[config.mk]
export PLATFORM = sky130hd
export DESIGN_NAME = instr_status_array
export DESIGN_NICKNAME = d
export VERILOG_FILES = /design/src/rtl/stat_pkg.sv /design/src/rtl/stat_evt_bank.sv /design/src/rtl/stat_byte_sum.sv /design/src/rtl/instr_status_array.sv
export SDC_FILE = /design/constraint.sdc
export NUM_CORES = 1
export LEC_CHECK = 0
export BUFFER_PORTS_ARGS = -buffer_cell sky130_fd_sc_hd__buf_2
export CAP_MARGIN = 20
export CELL_PAD_IN_SITES_DETAIL_PLACEMENT = 1
export CELL_PAD_IN_SITES_GLOBAL_PLACEMENT = 1
export CORE_UTILIZATION = 43
export DETAILED_ROUTE_END_ITERATION = 16
export PLACE_DENSITY = 0.83
export REMOVE_ABC_BUFFERS = 1
export SYNTH_ARGS = -nofsm -noshare
export SYNTH_HDL_FRONTEND = slang
export SYNTH_SLANG_ARGS = --single-unit
[constraint.sdc]
create_clock -name clk -period 3.1 [get_ports clk]
set_input_delay 0.62 -clock clk [delete_from_list [all_inputs] [get_ports clk]]
set_output_delay 0.62 -clock clk [all_outputs]
set_load 0.02 [all_outputs]
[src/rtl/stat_pkg.sv]
package stat_pkg;
    localparam int REG_W  = 8;
    localparam int ADDR_W = 3;
    localparam int COND_W = 4;

    typedef enum logic [ADDR_W-1:0] {
        A_STB = 3'd0,
        A_SRE = 3'd1,
        A_SEV = 3'd2,
        A_SEN = 3'd3,
        A_CEV = 3'd4,
        A_CEN = 3'd5,
        A_CND = 3'd6,
        A_NUL = 3'd7
    } reg_addr_e;

    // status byte bit positions
    localparam int SB_OVLD = 0;
    localparam int SB_ULIM = 1;
    localparam int SB_LLIM = 2;
    localparam int SB_UNDF = 3;
    localparam int SB_IDLE = 4;
    localparam int SB_ESB  = 5;
    localparam int SB_MSS  = 6;
    localparam int SB_CESB = 7;

    localparam logic [REG_W-1:0] STD_RST = 8'h80;
    localparam logic [REG_W-1:0] COM_RST = 8'h00;
endpackage

[src/rtl/stat_evt_bank.sv]
module stat_evt_bank #(
    parameter int W = 8,
    parameter logic [W-1:0] RST_VAL = '0
) (
    input  logic         clk,
    input  logic         rst_n,
    input  logic [W-1:0] pulse_i,
    input  logic         rd_clr_i,
    input  logic         wr_i,
    input  logic [W-1:0] wdata_i,
    output logic [W-1:0] evt_o,
    output logic [W-1:0] mask_o,
    output logic         sum_o
);
    typedef struct packed {
        logic [W-1:0] evt;
        logic [W-1:0] mask;
    } bank_t;

    bank_t st_d, st_q;

    always_comb begin
        st_d = st_q;
        if (rd_clr_i) begin
            st_d.evt = '0;
        end
        st_d.evt = st_d.evt | pulse_i;
        if (wr_i) begin
            st_d.mask = wdata_i;
        end
    end

    always_ff @(posedge clk) begin
        if (!rst_n) begin
            st_q.evt  <= RST_VAL;
            st_q.mask <= '0;
        end else begin
            st_q <= st_d;
        end
    end

    assign evt_o  = st_q.evt;
    assign mask_o = st_q.mask;
    assign sum_o  = |(st_q.evt & st_q.mask);

    AST_STICKY_HOLD: assert property (@(posedge clk) disable iff (!rst_n)
        !rd_clr_i |=> ((evt_o & $past(evt_o)) == $past(evt_o)));
    AST_CLEAR_ON_READ: assert property (@(posedge clk) disable iff (!rst_n)
        (rd_clr_i && pulse_i == '0) |=> (evt_o == '0));
    AST_PULSE_SURVIVES: assert property (@(posedge clk) disable iff (!rst_n)
        (pulse_i != '0) |=> ((evt_o & $past(pulse_i)) == $past(pulse_i)));
    AST_MASK_HOLD: assert property (@(posedge clk) disable iff (!rst_n)
        !wr_i |=> $stable(mask_o));
endmodule

[src/rtl/stat_byte_sum.sv]
module stat_byte_sum
    import stat_pkg::*;
(
    input  logic              clk,
    input  logic              rst_n,
    input  logic              wr_i,
    input  logic [REG_W-1:0]  wdata_i,
    input  logic [COND_W-1:0] cond_i,
    input  logic              esb_i,
    input  logic              cesb_i,
    output logic [REG_W-1:0]  stb_o,
    output logic [REG_W-1:0]  sre_o,
    output logic              mss_o
);
    typedef struct packed {
        logic [REG_W-1:0] sre;
    } sb_t;

    sb_t st_d, st_q;
    logic [REG_W-1:0] base;
    localparam logic [REG_W-1:0] MSS_KEEP = ~(REG_W'(1) << SB_MSS);

    always_comb begin
        st_d = st_q;
        if (wr_i) begin
            st_d.sre = wdata_i;
        end
    end

    always_ff @(posedge clk) begin
        if (!rst_n) begin
            st_q.sre <= '0;
        end else begin
            st_q <= st_d;
        end
    end

    always_comb begin
        base          = '0;
        base[SB_OVLD] = cond_i[0];
        base[SB_ULIM] = cond_i[1];
        base[SB_LLIM] = cond_i[2];
        base[SB_IDLE] = cond_i[3];
        base[SB_ESB]  = esb_i;
        base[SB_CESB] = cesb_i;
        mss_o         = |(base & st_q.sre & MSS_KEEP);
        stb_o         = base;
        stb_o[SB_MSS] = mss_o;
    end

    assign sre_o = st_q.sre;

    AST_UNDEF_LOW: assert property (@(posedge clk) disable iff (!rst_n)
        stb_o[SB_UNDF] == 1'b0);
    AST_MSS_SOURCED: assert property (@(posedge clk) disable iff (!rst_n)
        mss_o |-> ((stb_o & sre_o & MSS_KEEP) != '0));
endmodule

[src/rtl/instr_status_array.sv]
module instr_status_array
    import stat_pkg::*;
(
    input  logic        clk,
    input  logic        rst_n,
    input  logic [7:0]  std_evt_i,
    input  logic [7:0]  com_evt_i,
    input  logic [3:0]  cond_i,
    input  logic        wr_en,
    input  logic        rd_en,
    input  logic [2:0]  addr,
    input  logic [7:0]  wdata,
    output logic [7:0]  rdata,
    output logic        srq_o
);
    logic [REG_W-1:0] std_evt, std_msk, com_evt, com_msk, stb, sre;
    logic std_sum, com_sum, mss;
    logic rd_std, rd_com, wr_sre, wr_sen, wr_cen;

    always_comb begin
        rd_std = rd_en && (addr == A_SEV);
        rd_com = rd_en && (addr == A_CEV);
        wr_sre = wr_en && (addr == A_SRE);
        wr_sen = wr_en && (addr == A_SEN);
        wr_cen = wr_en && (addr == A_CEN);
    end

    stat_evt_bank #(.W(REG_W), .RST_VAL(STD_RST)) u_std (
        .clk(clk), .rst_n(rst_n), .pulse_i(std_evt_i), .rd_clr_i(rd_std),
        .wr_i(wr_sen), .wdata_i(wdata), .evt_o(std_evt), .mask_o(std_msk),
        .sum_o(std_sum));

    stat_evt_bank #(.W(REG_W), .RST_VAL(COM_RST)) u_com (
        .clk(clk), .rst_n(rst_n), .pulse_i(com_evt_i), .rd_clr_i(rd_com),
        .wr_i(wr_cen), .wdata_i(wdata), .evt_o(com_evt), .mask_o(com_msk),
        .sum_o(com_sum));

    stat_byte_sum u_sb (
        .clk(clk), .rst_n(rst_n), .wr_i(wr_sre), .wdata_i(wdata),
        .cond_i(cond_i), .esb_i(std_sum), .cesb_i(com_sum),
        .stb_o(stb), .sre_o(sre), .mss_o(mss));

    always_comb begin
        rdata = '0;
        if (rd_en) begin
            unique case (reg_addr_e'(addr))
                A_STB:   rdata = stb;
                A_SRE:   rdata = sre;
                A_SEV:   rdata = std_evt;
                A_SEN:   rdata = std_msk;
                A_CEV:   rdata = com_evt;
                A_CEN:   rdata = com_msk;
                A_CND:   rdata = {{(REG_W-COND_W){1'b0}}, cond_i};
                default: rdata = '0;
            endcase
        end
    end

    assign srq_o = mss;

    AST_PASSIVE_READ: assert property (@(posedge clk) disable iff (!rst_n)
        (rd_en && !wr_en && (addr == A_CND || addr == A_STB) &&
         std_evt_i == '0 && com_evt_i == '0)
        |=> ($stable(std_evt) && $stable(com_evt)));
    AST_RO_WRITE_INERT: assert property (@(posedge clk) disable iff (!rst_n)
        (wr_en && addr[0] == 1'b0) |=> ($stable(sre) && $stable(std_msk) && $stable(com_msk)));
    AST_ESB_MATCH: assert property (@(posedge clk) disable iff (!rst_n)
        stb[SB_ESB] == ((std_evt & std_msk) != '0));
endmodule

==> results of run 1 <==
## logic make-up (layout without fill, tap and decap cells)
logic type | count (synthesis) | after routing | synth area share (%)
buf+inv | 16 | 55 | 4.285
flops | 40 | 40 | 38.62
simple gates | 107 | 107 | 24.20
compound gates | 72 | 72 | 24.20
mux | 15 | 15 | 8.690
## final timing paths
path,end,slack (ps),cells past startpoint
setup / recovery,rdata[6],410,7
hold / removal,u_sb.sre_o[6],460,2
setup reg to reg,u_sb.sre_o[5],2410,2
hold reg to reg,u_sb.sre_o[6],460,2
## final cells by class
type,instances,share of cell area [%]
timing repair buffer,44,9.418
tap,52,2.751
sequential,40,33.86
multi-input combinational,194,50.05
inverter,4,0.6349
clock buffer,6,3.069
clock inverter,1,0.2116
## flip-flops by register name, summed over array words and instances (netlist names)
signal,flops
u_com.evt_o,8
u_com.mask_o,8
u_sb.sre_o,8
u_std.evt_o,8
u_std.mask_o,8
## cells in the mapped netlist
| library cell | instances | area [um2] |
|---|---|---|
| mux2_2 | 2 | 22.52 |
| nor2b_1 | 20 | 125.1 |
| nor3_2 | 1 | 10.01 |
| a22oi_1 | 8 | 60.06 |
| a211oi_1 | 2 | 15.01 |
| o22ai_1 | 1 | 6.260 |
| nand3_1 | 4 | 20.02 |
| o2bb2ai_1 | 1 | 8.760 |
| a221oi_2 | 2 | 30.03 |
| mux2_1 | 2 | 22.52 |
| a222oi_1 | 1 | 10.01 |
| a221oi_1 | 4 | 35.03 |
| buf_2 | 2 | 10.01 |
| a211oi_2 | 1 | 12.51 |
| buf_4 | 3 | 22.52 |
| a21boi_1 | 24 | 180.2 |
| o21ai_1 | 4 | 20.02 |
| clkbuf_1 | 5 | 18.77 |
| nand2b_1 | 1 | 6.260 |
| and3_1 | 1 | 6.260 |
| mux2i_1 | 9 | 90.09 |
| nor3_1 | 2 | 10.01 |
| nand3b_1 | 2 | 15.01 |
| mux4_2 | 2 | 45.04 |
| o21ai_0 | 1 | 5.000 |
| a22o_1 | 1 | 8.760 |
| inv_1 | 2 | 7.510 |
| nand4_1 | 1 | 6.260 |
| nand3_2 | 1 | 10.01 |
| and2b_1 | 2 | 15.01 |
| inv_2 | 2 | 7.510 |
| nor2_1 | 8 | 30.03 |
| nand2_1 | 61 | 229.0 |
| buf_6 | 2 | 22.52 |
| nor2_2 | 1 | 6.260 |
| a21oi_1 | 22 | 110.1 |
| or3_1 | 2 | 12.51 |
| dfxtp_1 | 40 | 800.8 |
## placed cells by master, fill, tap and decap left out, drive strengths merged, types with 2 or more instances in the layout
cell type	n
a21boi	24
and2b	2
o21ai	5
mux2	4
or3	2
a21oi	22
nand3b	2
buf	44
clkbuf	6
a22oi	8
nor3	3
nor2b	20
inv	4
a221oi	6
mux4	2
nor2	9
mux2i	9
a211oi	3
dfxtp	40
nand3	5
nand2	61
## power by group
group | internal [mW] | switching (mW) | total [mW]
clock | 0.153 | 0.169 | 0.322
combinational | 0.0645 | 0.0866 | 0.151
sequential | 0.535 | 0.0190 | 0.554
## worst min-delay path: cells and delay by family, from the launching register on
family	cells	cell delay [ps]
flops	1	310
simple gates	1	50
compound gates	1	50
## per-stage QoR
step	hold WS (ps)	cell area (um2)	util [%]	total power, mW	instances
2_1_floorplan	430.9	1999	-	0.6395	238
3_3_place_gp	446.9	2287	50.78	0.7099	334
3_5_place_dp	455.0	2287	50.78	0.7143	334
4_1_cts	464.6	2365	52.50	1.041	341
5_1_grt	498.6	2365	52.50	1.078	341
6_report	458.3	2365	52.50	1.027	341
## metal layers
| layer | up-vias | part of all wire (%) | wire length [um] | track usage (%) |
|---|---|---|---|---|
| li1 | 959 | - | - | - |
| met1 | 941 | 42 | 2531 | 31.71 |
| met2 | 59 | 50 | 2971 | 42.01 |
| met3 | 14 | 6.0 | 360 | 6.610 |
| met4 | 0 | 1.8 | 106 | 9.556 |
| met5 | - | 0 | 0 | 0 |
==> impl_results.rst, run 1 <==
.. list-table::
   :header-rows: 1

   * - Metric
     - Value
   * - Crit path max fanout
     - 22
   * - Slew @ Worst Pin
     - 743.1 ps
   * - Row Count
     - 24
   * - Initial DRC count
     - 139
   * - Cell variety after synth
     - 38
   * - Count of warnings emitted by yosys
     - 0
   * - CP peak stage delay
     - 380 ps
   * - Total global routing overflow
     - 0
   * - Leak
     - 0.9509 nW
   * - Buffer depth of the longest clock path
     - 2
   * - Area enclosed by the die boundary
     - 0.005103 mm2
   * - Type of destination of the critical path
     - output port
   * - Setup Crit Path Kind
     - primary input to output port
   * - Initial antenna violation count
     - 0
   * - Vias in the first global route
     - 1945
   * - Sequential area share after synthesis
     - 38.62%
   * - Final Critical Period
     - 2694 ps
   * - Filler cells
     - 594
   * - Total of cells resized after clock tree synthesis
     - 0
   * - CP dominant cell by count
     - buf_2
   * - Maxcap violations
     - 0
   * - Max Slew Vio Count
     - 0
   * - Unrepaired setup endpoints after global routing
     - false
   * - Number of iterations in the first detailed-routing pass
     - 4
   * - Post-CTS setup-driven buffer insertion count
     - 0
   * - Sinks on Clock Net
     - 40
   * - Fin Clk Skew
     - 0 ps
   * - Status
     - completed
   * - Post-route fraction of the period consumed by the critical path
     - 86.90%
   * - CTS tree
     - built
   * - Average detailed-routed wire length per instance
     - 17.51 um
   * - Area occupied by multi-input gates
     - 0.001184 mm2
   * - Share of final-layout standard cells stronger than drive strength 1
     - 21.45%
   * - Final critical-path setup slack
     - 406.1 ps
   * - Count of hold-fix buffers inserted at cts
     - 0
   * - Total negative setup slack
     - 0 ps
   * - Pin count of the biggest net entering global routing
     - 41
   * - Floorplan die height
     - 71.44 um
   * - Synthesized area per cell
     - 8.293 um2
   * - Number of H-tree branching levels
     - 2
   * - Combined global-route utilization of all metal layers
     - 25.34%
   * - Placed wire-length estimate
     - 4.363 mm
   * - Ports placed on the boundary
     - 44
   * - Number of I/O port buffers
     - 43
   * - Area inside the core boundary
     - 0.004504 mm2
   * - Clk_lat worst skew
     - 290 ps
   * - Post-synthesis instance area
     - 0.002073 mm2
   * - DRC violations left
     - 0
   * - Number of buffers created by CTS
     - 5
   * - Starting density of the core
     - 46.03%
   * - Worst path required time
     - 2480 ps
   * - Cell at the root of the clock tree
     - clkbuf_8
   * - Worst slack after detailed placement
     - 427.1 ps
   * - Setup crit start
     - addr[0]
   * - Buffers & Inverters on Critical Path
     - 3
   * - Synth-to-Final Area Change
     - 14.06%
   * - Max-slew headroom at the worst pin
     - 50.19%
   * - Clock-pin slew of the registers on the worst-case setup and hold paths
     - 70 ps
   * - Number of instances in the synthesized netlist
     - 250
   * - Number of hold violations in the final report
     - 0
   * - Width of the die
     - 71.44 um
   * - Signal arrival time at the worst endpoint
     - 2070 ps
   * - Routed wire length
     - 5.970 mm
   * - Startpoint of the worst-slack reg-to-reg timing path
     - u_sb.sre_o[5]
   * - Area occupied by registers
     - 800.8 um2
   * - Type of element launching the critical path
     - primary input
   * - Cell family with most CP delay
     - buffers and inverters
   * - RD Place Congestion
     - 0.8270
   * - Max frequency
     - 371.2 MHz
   * - First-pass GRT wire length
     - 9.729 mm
   * - DRT antenna net count
     - 0
   * - Post-synthesis register bit count
     - 40
   * - Mean number of vias per cell
     - 5.786
   * - Maximum ir drop on the vdd rail
     - 0.3018 mV
   * - Count of final setup violators
     - 0
   * - HP Start
     - u_sb.sre_o[6]
   * - Detailed-route via count
     - 1973
   * - Antenna cells
     - 0
   * - Slowest stage cell on the critical path
     - buf_2
   * - Worst Hold Class
     - register to register
   * - Cell-by-cell listing of the critical path
     - buf_2 -> inv_2 -> or3_1 -> a21oi_1 -> nor2_1 -> a211oi_2 -> buf_2
   * - Power per Cell Area
     - 434.3 mW/mm2
   * - Layout Nets
     - 324
No activity file was read; power rests on OpenSTA's default activity.
==> inputs of run 2 (changes only) <==
--- a/config.mk
+++ b/config.mk
@@ -12,6 +12,7 @@
 export CORE_UTILIZATION = 43
 export DETAILED_ROUTE_END_ITERATION = 16
 export PLACE_DENSITY = 0.83
+export RECOVER_POWER = 50
 export REMOVE_ABC_BUFFERS = 1
 export SYNTH_ARGS = -nofsm -noshare
 export SYNTH_HDL_FRONTEND = slang
==> constraint.sdc (replaced) <==
create_clock -name clk -period 3.1 [get_ports clk]
set_input_delay 0.31 -clock clk [delete_from_list [all_inputs] [get_ports clk]]
set_output_delay 0.31 -clock clk [all_outputs]
set_load 0.02 [all_outputs]
==> impl_results.rst, run 2 (synthesized netlist as in run 1, its figures left out) <==
.. list-table::
   :header-rows: 1

   * - Metric
     - Value
   * - Most common cell after layout, fill and taps aside
     - nand2_1
   * - Number of H-tree branching levels
     - 2 (unchanged)
   * - Status
     - completed
   * - Number of hold violations in the final report
     - 0 (unchanged)
   * - Clock-pin slew of the registers on the worst-case setup and hold paths
     - 70 ps (about the same)
   * - Count of hold-fix buffers inserted at cts
     - 0 (unchanged)
   * - Detailed-route via count
     - 1953 (-1.0%)
   * - CTS tree
     - built
   * - Post-CTS setup-driven buffer insertion count
     - 0 (unchanged)
   * - First-pass GRT wire length
     - 9.749 mm (+0.21%)
   * - Maximum ir drop on the vdd rail
     - 0.2859 mV (-5.3%)
   * - Cell at the root of the clock tree
     - clkbuf_8
   * - Row Count
     - 24 (unchanged)
   * - Routed wire length
     - 6.003 mm (+0.55%)
   * - Initial antenna violation count
     - 0 (unchanged)
   * - Area enclosed by the die boundary
     - 0.005103 mm2 (unchanged)
   * - Leak
     - 0.9416 nW (-0.98%)
   * - Overall power
     - 1.032 mW (+0.47%)
   * - Area inside the core boundary
     - 0.004504 mm2 (unchanged)
   * - Slowest stage cell on the critical path
     - a221oi_2
   * - Cell family with most CP delay
     - compound AO/OA/AOI/OAI gates
   * - Type of element launching the critical path
     - register
   * - Final critical-path setup slack
     - 916.2 ps (+510.1 ps)
   * - Mean number of vias per cell
     - 5.744 (-0.72%)
   * - Ports placed on the boundary
     - 44 (unchanged)
   * - Post-route fraction of the period consumed by the critical path
     - 70.45% (-16 points)
   * - Met2 usage in global routing
     - 44.76% (+2.8 points)
   * - Worst slack after detailed placement
     - 1029 ps (+601.7 ps)
   * - Count of final setup violators
     - 0 (unchanged)
   * - Antenna cells
     - 0 (unchanged)
   * - Commonest non-fill, non-tap cells in the layout
     - 61 x nand2_1, 43 x buf_2, 40 x dfxtp_1
   * - Max Slew Vio Count
     - 0 (unchanged)
   * - Average detailed-routed wire length per instance
     - 17.66 um (+0.85%)
   * - Routing usage on met3
     - 4.219% (-2.4 points)
   * - DRC violations left
     - 0 (unchanged)
   * - Clk_lat worst skew
     - 290 ps (about the same)
   * - Vias in the first global route
     - 2029 (+4.3%)
   * - CP dominant cell by count
     - a221oi_2
   * - Layer carrying the most global-route usage
     - met2
   * - Share of final-layout standard cells stronger than drive strength 1
     - 21.18% (-0.27 points)
   * - Fin Clk Skew
     - 0 ps (unchanged)
   * - DRT antenna net count
     - 0 (unchanged)
   * - Internal portion of total power
     - 0.7509 mW (-0.18%)
   * - Placed wire-length estimate
     - 4.438 mm (+1.7%)
   * - Worst path required time
     - 2790 ps (+310 ps)
   * - Reported net switching power
     - 0.2811 mW (+2.3%)
   * - Post-Place Cell Area
     - 0.002280 mm2 (-0.33%)
   * - Final Critical Period
     - 2184 ps (-510.1 ps)
   * - CP peak stage delay
     - 370 ps (about the same)
   * - Unrepaired setup endpoints after global routing
     - false
   * - Sinks on Clock Net
     - 40 (unchanged)
   * - Combined global-route utilization of all metal layers
     - 25.17% (-0.17 points)
   * - Signal arrival time at the worst endpoint
     - 1870 ps (-200 ps)
   * - Total of cells resized after clock tree synthesis
     - 0 (unchanged)
   * - Number of buffers created by CTS
     - 5 (unchanged)
   * - Maxcap violations
     - 0 (unchanged)
   * - Type of destination of the critical path
     - output port
   * - Synth-to-Final Area Change
     - 13.70%
   * - Max-slew headroom at the worst pin
     - 56.80% (+6.6 points)
   * - Setup Crit Path Kind
     - register to output port
   * - Number of iterations in the first detailed-routing pass
     - 4 (unchanged)
   * - Slew @ Worst Pin
     - 644.4 ps (-98.64 ps)
   * - Power per Cell Area
     - 437.8 mW/mm2 (+0.79%)
   * - Max frequency
     - 457.9 MHz (+23%)
   * - Initial DRC count
     - 102 (-27%)
   * - Worst Hold Class
     - primary input to register
   * - Total global routing overflow
     - 0 (unchanged)
   * - RD Place Congestion
     - 0.8239 (-0.37%)
   * - Cell-by-cell listing of the critical path
     - a22o_1 -> a221oi_2 -> nand3_2 -> a221oi_2 -> a211oi_2 -> buf_2
   * - Final cell area excluding filler cells
     - 0.002357 mm2 (-0.32%)
   * - Crit path max fanout
     - 3 (-86%)
   * - Floorplan die height
     - 71.44 um (unchanged)
   * - Total negative setup slack
     - 0 ps (unchanged)
   * - Post-route insts no fill
     - 340 (-0.29%)
   * - Buffer depth of the longest clock path
     - 2 (unchanged)
   * - Layout Nets
     - 323 (-0.31%)
   * - Share of power burned in the clock network
     - 31.9% (+0.5 points)
   * - Pin count of the biggest net entering global routing
     - 41 (unchanged)
   * - Part of the power in registers
     - 53.6% (-0.3 points)
   * - Number of I/O port buffers
     - 43 (unchanged)
   * - Width of the die
     - 71.44 um (unchanged)
   * - Cells after DPL
     - 333 (-0.30%)
   * - Combinational Power Share
     - 14.5% (-0.2 points)
   * - Filler cells
     - 580 (-2.4%)
   * - Starting density of the core
     - 46.03% (unchanged)
   * - Buffers & Inverters on Critical Path
     - 1 (-2)
   * - Switching Share
     - 27.24% (+0.48 points)
   * - GR Util met1
     - 31.63% (-0.084 points)
## run 2: worst paths after layout
check	cells past startpoint	endpoint	from	slack (ps)
worst max register to register	2	u_std.mask_o[3]	u_std.mask_o[3]	2400
worst max-delay path	6	rdata[6]	u_com.evt_o[0]	920
worst min-delay path	2	u_std.evt_o[7]	std_evt_i[7]	210
worst min register to register	2	u_sb.sre_o[6]	u_sb.sre_o[6]	460
## run 2: power by group through the flow
stage	Sequential, mW	Combinational [mW]	Clock (mW)
after floorplan	0.558	0.0812	0
after global placement	0.565	0.144	0
after detailed placement	0.565	0.149	0
after CTS	0.553	0.150	0.334
after global routing	0.556	0.164	0.353
final	0.553	0.150	0.329
## run 2: through the flow
stage,utilization (%),hold slack [ps]
floorplan,-,393.1
global placement,50.61,444.4
detailed placement,50.61,457.9
CTS,52.33,206.9
global route,52.33,215.2
finish,52.33,209.4
## run 2: area by class of cell
cell class / count / area [um2] / area share [%]
multi-input cells: 194 / 1184 / 50.21
flip-flops and latches: 40 / 800.8 / 33.97
repair buffers: 43 / 215.2 / 9.129
clock buffers: 6 / 72.57 / 3.079
well taps: 52 / 65.06 / 2.760
inverters: 4 / 15.01 / 0.6369
clock inverters: 1 / 5.005 / 0.2123
## run 2: worst register-to-register path: stages (launching register included)
cell,delay [ps]
dfxtp_1,410
nand2_1,70
a21boi_1,150
## run 2: metal layers
layer,routed length [um],vias up
li1,-,950
met1,2686,948
met2,3018,49
met3,224,6
met4,74,0
met5,0,-
==> inputs of run 3 (changes only) <==
--- a/config.mk
+++ b/config.mk
@@ -9,9 +9,9 @@
 export CAP_MARGIN = 20
 export CELL_PAD_IN_SITES_DETAIL_PLACEMENT = 1
 export CELL_PAD_IN_SITES_GLOBAL_PLACEMENT = 1
-export CORE_UTILIZATION = 43
+export CORE_UTILIZATION = 36
 export DETAILED_ROUTE_END_ITERATION = 16
-export PLACE_DENSITY = 0.83
+export PLACE_DENSITY = 0.74
 export RECOVER_POWER = 50
 export REMOVE_ABC_BUFFERS = 1
 export SYNTH_ARGS = -nofsm -noshare
==> constraint.sdc (replaced) <==
create_clock -name clk -period 1.89 [get_ports clk]
set_input_delay 0.189 -clock clk [delete_from_list [all_inputs] [get_ports clk]]
set_output_delay 0.189 -clock clk [all_outputs]
set_load 0.02 [all_outputs]
==> impl_results.rst, run 3 (synthesized netlist as in run 1, its figures left out) <==
.. list-table::
   :header-rows: 1

   * - Metric
     - Value
   * - Antenna cells
     - 0 (unchanged)
   * - Pin count of the biggest net entering global routing
     - 41 (unchanged)
   * - Post-Place Cell Area
     - 0.002350 mm2 (+3.1%)
   * - HP Start
     - std_evt_i[7]
   * - Post-route insts no fill
     - 370 (+8.8%)
   * - Share of final-layout standard cells stronger than drive strength 1
     - 24.50% (+3.3 points)
   * - Failing checks
     - negative setup slack
   * - Hold-critical path endpoint
     - u_std.evt_o[7]
   * - Register-to-register setup slack
     - 1140 ps (-1260 ps)
   * - Slew @ Worst Pin
     - 569.3 ps (-75.15 ps)
   * - Crit path max fanout
     - 2 (-1)
   * - Initial antenna violation count
     - 0 (unchanged)
   * - Critical register-to-register path endpoint
     - u_com.mask_o[0]
   * - Worst slack after detailed placement
     - 141.0 ps (-887.7 ps)
   * - Synth-to-Final Area Change
     - 19.67%
   * - Final cell area excluding filler cells
     - 0.002481 mm2 (+5.3%)
   * - Starting density of the core
     - 37.42% (-8.6 points)
   * - Type of element launching the critical path
     - register
   * - Final Critical Period
     - 2012 ps
   * - RD Place Congestion
     - 0.8574 (+4.1%)
   * - Max Slew Vio Count
     - 0 (unchanged)
   * - Worst path required time
     - 1700 ps (-1090 ps)
   * - DRC violations left
     - 0 (unchanged)
   * - Hold Path Cell Cnt
     - 2 (unchanged)
   * - Worst Hold Class
     - primary input to register
   * - Overall power
     - 1.741 mW (+69%)
   * - DRT antenna net count
     - 0 (unchanged)
   * - Signal arrival time at the worst endpoint
     - 1820 ps (-50 ps)
   * - Layout Nets
     - 332 (+2.8%)
   * - Number of I/O port buffers
     - 43 (unchanged)
   * - Count of hold-fix buffers inserted at cts
     - 0 (unchanged)
   * - Power per Cell Area
     - 701.6 mW/mm2 (+60%)
   * - Number of iterations in the first detailed-routing pass
     - 4 (unchanged)
   * - Final Hold Slack
     - 85.85 ps (-123.6 ps)
   * - Maxcap violations
     - 0 (unchanged)
   * - Combined global-route utilization of all metal layers
     - 21.23% (-3.9 points)
   * - Buffer depth of the longest clock path
     - 2 (unchanged)
   * - Mean number of vias per cell
     - 5.359 (-6.7%)
   * - Routed wire length
     - 6.173 mm (+2.8%)
   * - Cells after DPL
     - 359 (+7.8%)
   * - Clock-pin slew of the registers on the worst-case setup and hold paths
     - 80 ps (about the same)
   * - Number of H-tree branching levels
     - 2 (unchanged)
   * - Status
     - complete, but fails checks
   * - Count of final setup violators
     - 3 (+3)
   * - Type of destination of the critical path
     - output port
   * - Leak
     - 0.9826 nW (+4.4%)
   * - Post-route fraction of the period consumed by the critical path
     - 106.5%
   * - Most common cell after layout, fill and taps aside
     - nand2_1
   * - Unrepaired setup endpoints after global routing
     - true
   * - Clk_lat worst skew
     - 280 ps (about the same)
   * - Total global routing overflow
     - 0 (unchanged)
   * - Average detailed-routed wire length per instance
     - 16.68 um (-5.5%)
   * - Sinks on Clock Net
     - 40 (unchanged)
   * - Startpoint of the worst-slack reg-to-reg timing path
     - u_com.mask_o[0]
   * - Floorplan die height
     - 77.89 um (+9.0%)
   * - Area inside the core boundary
     - 0.005540 mm2 (+23%)
   * - Number of buffers created by CTS
     - 5 (unchanged)
   * - Number of hold violations in the final report
     - 0 (unchanged)
   * - Placed wire-length estimate
     - 4.709 mm (+6.1%)
   * - Number of cells on the worst reg-to-reg path
     - 3 (+1)
   * - Setup Crit Path Kind
     - register to output port
   * - Total negative setup slack
     - -239.9 ps (-239.9 ps)
   * - Maximum ir drop on the vdd rail
     - 0.3868 mV (+35%)
   * - Commonest non-fill, non-tap cells in the layout
     - 61 x nand2_1, 41 x buf_2, 37 x dfxtp_1
   * - Initial DRC count
     - 96 (-5.9%)
   * - Fin Clk Skew
     - 0 ps (unchanged)
   * - Share of the core filled with cells
     - 44.78% (-7.6 points)
   * - Detailed-route via count
     - 1983 (+1.5%)
   * - Final critical-path setup slack
     - -122.1 ps (-1038 ps)
   * - Filler cells
     - 717 (+24%)
   * - Vias in the first global route
     - 1921 (-5.3%)
   * - Area enclosed by the die boundary
     - 0.006067 mm2 (+19%)
   * - Ports placed on the boundary
     - 44 (unchanged)
   * - Width of the die
     - 77.89 um (+9.0%)
   * - First-pass GRT wire length
     - 9.887 mm (+1.4%)
   * - Cell at the root of the clock tree
     - clkbuf_8
   * - Row Count
     - 27 (+13%)
   * - Max-slew headroom at the worst pin
     - 62.05% (+5.2 points)
   * - CTS tree
     - built
   * - Max frequency
     - 497.0 MHz
-- run 3: per-layer routing --
metal  routed length (um)  GRT usage, %  part of all wire, %
met3                  194         2.824                  3.1
met5                    0             0                    0
met2                 2875         34.69                   47
met1                 3053         29.76                   49
met4                   50         4.444                 0.81
-- run 3: cell type report --
cell class | instances | area, um2 | area share (%)
clock buffer | 6 | 72.57 | 2.925
multi-input combinational | 194 | 1195 | 48.16
inverter | 4 | 15.01 | 0.6051
tap | 72 | 90.09 | 3.631
timing repair buffer | 52 | 287.8 | 11.60
sequential | 40 | 804.5 | 32.43
clock inverter | 2 | 16.27 | 0.6556
-- run 3: what timing repair did --
item	4_1_cts	5_1_grt
setup endpoints to repair	3	3
gates resized for setup	5	2
gates cloned	0	0
pin swaps	2	0
buffers inserted	2	1
-- run 3: critical path: stages (launching register included) --
cell and delay, ps:
dfxtp_2 320, a22o_1 220, a221oi_2 210, nand3_2 150, a222oi_1 390, nor2_1 70, buf_4 160
-- run 3: how the worst max path moves through the flow --
| stage | endpoint | startpoint | slack [ps] | depth (start not counted) |
|---|---|---|---|---|
| floorplan | rdata[6] | u_sb.sre_o[6] | 420 | 5 |
| global placement | rdata[4] | addr[1] | 180 | 5 |
| detailed placement | rdata[4] | addr[1] | 140 | 5 |
| CTS | rdata[7] | u_com.evt_o[0] | -110 | 6 |
| global route | rdata[7] | u_com.evt_o[0] | -170 | 6 |
| finish | rdata[7] | u_com.evt_o[0] | -120 | 6 |
-- run 3: power breakdown --
part / internal [mW] / total [mW] / switching (mW)
sequential: 0.877 / 0.910 / 0.0329
clock: 0.263 / 0.571 / 0.308
combinational: 0.116 / 0.260 / 0.144
total: 1.26 / 1.74 / 0.485
